## src/rtl/irqx_pkg.sv

```systemverilog
package irqx_pkg;
    localparam int unsigned LINES       = 16;
    localparam int unsigned ADDR_W      = 8;
    localparam int unsigned SYNC_STAGES = 2;

    localparam logic [ADDR_W-1:0] OFS_PEND  = 8'h16;
    localparam logic [ADDR_W-1:0] OFS_LIVE  = 8'h18;
    localparam logic [ADDR_W-1:0] OFS_ENSET = 8'h1A;
    localparam logic [ADDR_W-1:0] OFS_ENCLR = 8'h1C;
endpackage

```

## src/rtl/irqx_sync.sv

```systemverilog
module irqx_sync #(
    parameter int unsigned N      = 16,
    parameter int unsigned STAGES = 2
) (
    input  logic         clk,
    input  logic         rst_n,
    input  logic [N-1:0] raw_i,
    output logic [N-1:0] level_o,
    output logic [N-1:0] rise_o
);
    localparam int unsigned LAST = STAGES - 1;

    typedef struct packed {
        logic [STAGES-1:0][N-1:0] stg;
        logic [N-1:0]             prev;
    } sync_st_t;

    sync_st_t s_d, s_q;

    always_comb begin
        s_d        = s_q;
        s_d.stg[0] = raw_i;
        for (int i = 1; i < STAGES; i++) begin
            s_d.stg[i] = s_q.stg[i-1];
        end
        s_d.prev = s_q.stg[LAST];
    end

    always_ff @(posedge clk or negedge rst_n) begin
        if (!rst_n) s_q <= '0;
        else        s_q <= s_d;
    end

    assign level_o = s_q.stg[LAST];
    assign rise_o  = s_q.stg[LAST] & ~s_q.prev;

    // A detected rise cannot repeat on the next cycle for the same line
    p_rise_once_r2: assert property (@(posedge clk) disable iff (!rst_n)
        (rise_o != '0) |=> ((rise_o & $past(rise_o)) == '0));
endmodule

```

## src/rtl/irqx_core.sv

```systemverilog
module irqx_core #(
    parameter int unsigned N = 16
) (
    input  logic         clk,
    input  logic         rst_n,
    input  logic [N-1:0] rise_i,
    input  logic         ack_i,
    input  logic         en_set_i,
    input  logic         en_clr_i,
    input  logic [N-1:0] wdata_i,
    output logic [N-1:0] pend_o,
    output logic [N-1:0] en_o,
    output logic         host_irq_o
);
    typedef struct packed {
        logic [N-1:0] pend;
        logic [N-1:0] en;
    } core_st_t;

    core_st_t c_d, c_q;

    always_comb begin
        c_d = c_q;
        if (ack_i) c_d.pend = c_q.pend & ~wdata_i;
        c_d.pend = c_d.pend | rise_i;
        if (en_set_i) c_d.en = c_q.en | wdata_i;
        else if (en_clr_i) c_d.en = c_q.en & ~wdata_i;
    end

    always_ff @(posedge clk or negedge rst_n) begin
        if (!rst_n) c_q <= '0;
        else        c_q <= c_d;
    end

    assign pend_o     = c_q.pend;
    assign en_o       = c_q.en;
    assign host_irq_o = |(c_q.pend & c_q.en);

    p_set_lands_r5: assert property (@(posedge clk) disable iff (!rst_n)
        en_set_i |=> ((en_o & $past(wdata_i)) == $past(wdata_i)));

    p_clr_lands_r6: assert property (@(posedge clk) disable iff (!rst_n)
        en_clr_i |=> ((en_o & $past(wdata_i)) == '0));

    p_mask_hold_r10: assert property (@(posedge clk) disable iff (!rst_n)
        (!en_set_i && !en_clr_i) |=> $stable(en_o));

    p_edge_wins_r4: assert property (@(posedge clk) disable iff (!rst_n)
        (rise_i != '0) |=> ((pend_o & $past(rise_i)) == $past(rise_i)));

    p_no_spurious_r2: assert property (@(posedge clk) disable iff (!rst_n)
        (rise_i == '0) |=> ((pend_o & ~$past(pend_o)) == '0));
endmodule

```

## src/rtl/irq_expander.sv

```systemverilog
module irq_expander
    import irqx_pkg::*;
#(
    parameter int unsigned NL = LINES,
    parameter int unsigned AW = ADDR_W,
    parameter int unsigned SS = SYNC_STAGES
) (
    input  logic          clk,
    input  logic          rst_n,
    input  logic [AW-1:0] reg_addr,
    input  logic          reg_wr,
    input  logic [NL-1:0] reg_wdata,
    output logic [NL-1:0] reg_rdata,
    input  logic [NL-1:0] irq_lines,
    output logic          host_irq
);
    logic [NL-1:0] level, rise, pend, en;
    logic          ack, en_set, en_clr;

    irqx_sync #(.N(NL), .STAGES(SS)) u_sync (
        .clk     (clk),
        .rst_n   (rst_n),
        .raw_i   (irq_lines),
        .level_o (level),
        .rise_o  (rise)
    );

    assign ack    = reg_wr && (reg_addr == AW'(OFS_PEND));
    assign en_set = reg_wr && (reg_addr == AW'(OFS_ENSET));
    assign en_clr = reg_wr && (reg_addr == AW'(OFS_ENCLR));

    irqx_core #(.N(NL)) u_core (
        .clk        (clk),
        .rst_n      (rst_n),
        .rise_i     (rise),
        .ack_i      (ack),
        .en_set_i   (en_set),
        .en_clr_i   (en_clr),
        .wdata_i    (reg_wdata),
        .pend_o     (pend),
        .en_o       (en),
        .host_irq_o (host_irq)
    );

    always_comb begin
        reg_rdata = '0;
        if (reg_addr == AW'(OFS_PEND))       reg_rdata = pend;
        else if (reg_addr == AW'(OFS_LIVE))  reg_rdata = level;
        else if (reg_addr == AW'(OFS_ENSET)) reg_rdata = en;
        else if (reg_addr == AW'(OFS_ENCLR)) reg_rdata = en;
    end

    // Level output must only rise when some enable is set
    p_irq_needs_en_r9: assert property (@(posedge clk) disable iff (!rst_n)
        host_irq |-> (en != '0 && pend != '0));
endmodule

```

## config.mk

```make
export PLATFORM = sky130hd
export DESIGN_NAME = irq_expander
export DESIGN_NICKNAME = d
export VERILOG_FILES = /design/src/rtl/irqx_pkg.sv /design/src/rtl/irqx_sync.sv /design/src/rtl/irqx_core.sv /design/src/rtl/irq_expander.sv
export SDC_FILE = /design/constraint.sdc
export NUM_CORES = 1
export LEC_CHECK = 0
export ABC_AREA = 1
export BUFFER_PORTS_ARGS = -buffer_cell sky130_fd_sc_hd__buf_2
export CORE_UTILIZATION = 49
export CTS_CLUSTER_DIAMETER = 40
export DETAILED_ROUTE_END_ITERATION = 12
export PLACE_DENSITY = 0.69
export SETUP_SLACK_MARGIN = 0.5
export SLEW_MARGIN = 10
export SYNTH_ARGS = -nofsm -noshare
export SYNTH_HDL_FRONTEND = slang
export SYNTH_HIERARCHICAL = 1
export SYNTH_SLANG_ARGS = --single-unit
```

## constraint.sdc

```tcl
create_clock -name clk -period 1.1 [get_ports clk]
set_input_delay 0 -clock clk [delete_from_list [all_inputs] [get_ports clk]]
set_output_delay 0 -clock clk [all_outputs]
set_load 0.02 [all_outputs]
```

==> impl_metrics.toml <==
[clock_network]
path_clk_slew_ns = 0.08
cts_sinks = 80
cts_buffers = 9
clock-root-buffer = "clkbuf_8"
cts_buffer_depth = 2
cts_tree = "yes"
holdBufCountCts = 33
clk_latency_ns = 0.36
htree_levels = 3

[setup_path]
critPathCaptureType = "output port"
crit_path_end = "host_irq"
reg2regPathDepth = 4
crit_path_top_delay_cell = "dfrtp_1"
required_ns = 1.10
cp-start-kind = "register"
max_stage_delay_ns = 0.42
worstPathCellList = "nand2_1, nand4_1, nor2_2, nand2_2, buf_6"
crit_type = "register to output port"
arrival_ns = 1.38
cp_max_fo = 4
worst-r2r-setup-slack_ns = 0.06

[synth]
synth_top_family_by_area = "simple AND/OR/NAND/NOR gates"
synthTopCellsByArea = "dfrtp_1 57%, nand3_1 9.1%, nand2_1 6.9%"
synth-seq-cells = 80
yosysUniqueCellTypes = 16
synthAdderAreaFrac_pct = 0
synth_compound_area_share_pct = 7.39
synthSimpleGateAreaFrac_pct = 24.4
yosysSeqAreaShare_pct = 56.8
synth_area_um2 = 3520
synth_xor_area_share_pct = 0
synth_top_area_share_pct = 56.8
synth_area_leader_cell = "dfrtp_1"
syn_area_per_cell_um2 = 10.1
synth.area.mux_share_pct = 0
synthCells = 350
synth_warnings = 6
syn_nets = 393

[grt]
grt_util_all_layers_pct = 24.2
grt_pass1_wl_um = 13600
antenna_found_initial = 0
grt_start_max_net_pins = 33
grt_overflow_total = 0
grt_pass1_vias = 2899

[detailed_routing]
detail-route-antenna-nets = 0
drt_iter0_markers = 186
wl_per_cell_um = 15.4
first_pass_iters = 4
wl_um = 8850
routed_via_density = 5.23
num_vias = 3004
remaining_drc_errors = 0

[layout]
fin_cells = 574
mostFrequentLayoutCell = "dfrtp_1"
nNetsFinal = 517
fill_cells = 472
post_route_cells_drive_above_1_share_pct = 44.8
multi_input_area_um2 = 1380
most-common-layout-cells = "80 x dfrtp_1, 46 x nand2_1, 43 x buf_2"
seqCellArea_um2 = 2000
num_antenna_cells = 0
syn_to_final_growth_pct = 44.3

[pwr]
ir_drop_uv = 770
p_leak_uw = 0.00229
p_per_area_nw_per_um2 = 1180

[sta]
worst-slew-pin-transition_ns = 0.287
final_hold_viol_count = 76
clock_skew_ns = 0.00703
finalCriticalPeriod_ns = 1.38
setup_violations = 17
max_freq_ghz = 0.724
period_share_pct = 126
hold_ws_ns = -0.509
rsz0062_at_grt = "yes"
setup_ws_ns = -0.282
relSlewSlack_pct = 80.9
slew_violations = 0

[placed_design]
routabilityCongestion = 0.766
hpwl_um = 5020
dp_slack_ns = -0.0728
placed_cells = 494
place.port_buffers = 59

[die]
std_cell_rows = 30
io_pins = 60
dieArea_um2 = 7530
die_y_um = 86.8
die_x_um = 86.8
core-area_um2 = 6870
start_util_pct = 51.3

[flow_run]
maxCapViolCount = 0

[run_status]
violations = "hold timing, setup timing"
status = "complete, but fails checks"

[worst_hold_path]
min_path_type = "input port to async pin"
[layout make-up]
cell class / count / area share (%)
clock inverters: 6 / 1.35
clock buffers: 9 / 2.44
flip-flops and latches: 80 / 39.4
multi-input cells: 207 / 27.2
inverters: 30 / 2.61
repair buffers: 146 / 24.7
well taps: 96 / 2.36
[through the flow]
step / total power (uW) / area [um^2] / setup TNS [ns] / utilization [%]
final: 6020 / 5080 / -1.99 / 74.0
after global routing: 6280 / 5080 / -3.00 / 74.0
after CTS: 6000 / 4790 / -1.71 / 69.7
after detailed placement: 3670 / 3980 / -1.97 / 57.9
after global placement: 3660 / 3980 / -0.741 / 57.9
after floorplan: 3450 / 3650 / -0.619 / -
[worst max-delay path, delay by kind of cell, from the launching register on]
kind | cells | cell delay [ns]
AND/OR/NAND/NOR | 4 | 0.46
buffers and inverters | 1 | 0.13
flip-flops | 1 | 0.42
[where the power goes]
| part | internal [uW] | switching [uW] | total (uW) |
|---|---|---|---|
| clock | 1050 | 1100 | 2150 |
| combinational | 368 | 363 | 731 |
| sequential | 3060 | 80.1 | 3140 |
| total | 4470 | 1550 | 6020 |
[how the worst min path moves through the flow]
| stage | startpoint | endpoint | slack [ns] | cells past startpoint |
|---|---|---|---|---|
| global placement | rst_n | u_sync/s_q[1] | -0.07 | 1 |
| finish | rst_n | u_sync/level_o[1] | -0.51 | 1 |
| global route | rst_n | u_sync/level_o[1] | -0.51 | 1 |
| CTS | rst_n | u_sync/level_o[1] | -0.45 | 1 |
| detailed placement | rst_n | u_sync/s_q[1] | -0.06 | 1 |
| floorplan | rst_n | async pin | -0.30 | 0 |
[metal layers]
metal	global-route usage (%)	part of all wire (%)	vias up
li1	-	-	1390
met1	29.6	41	1488
met2	40.8	51	104
met3	6.76	5.1	22
met4	8.94	2.5	0
met5	0	0	-
[what timing repair did]
item | in CTS | in global routing
gates resized for setup | 45 | 48
endpoints found under the setup margin | 49 | 53
buffers inserted | 15 | 17
cloned | 0 | 0
pin swaps | 21 | 23
hold endpoints to repair | 128 | 76
[kinds of logic (layout without fill, tap and decap cells)]
kind of cell           Yosys count  in the layout
flip-flops                      80             80
AO/OA/AOI/OAI                   32             32
buffers and inverters           63            191
AND/OR/NAND/NOR                175            175
[cell usage after synthesis]
master	count
buf_8	1
buf_2	3
dfrtp_1	80
nor2_1	5
a22o_1	16
inv_2	1
a21o_1	16
nand3_1	64
nand4_1	17
buf_4	18
nor2_4	4
nor2_2	17
inv_1	29
nand2_2	3
buf_6	11
nand2_1	65
Note: power is estimated with default switching activity, not from simulation.
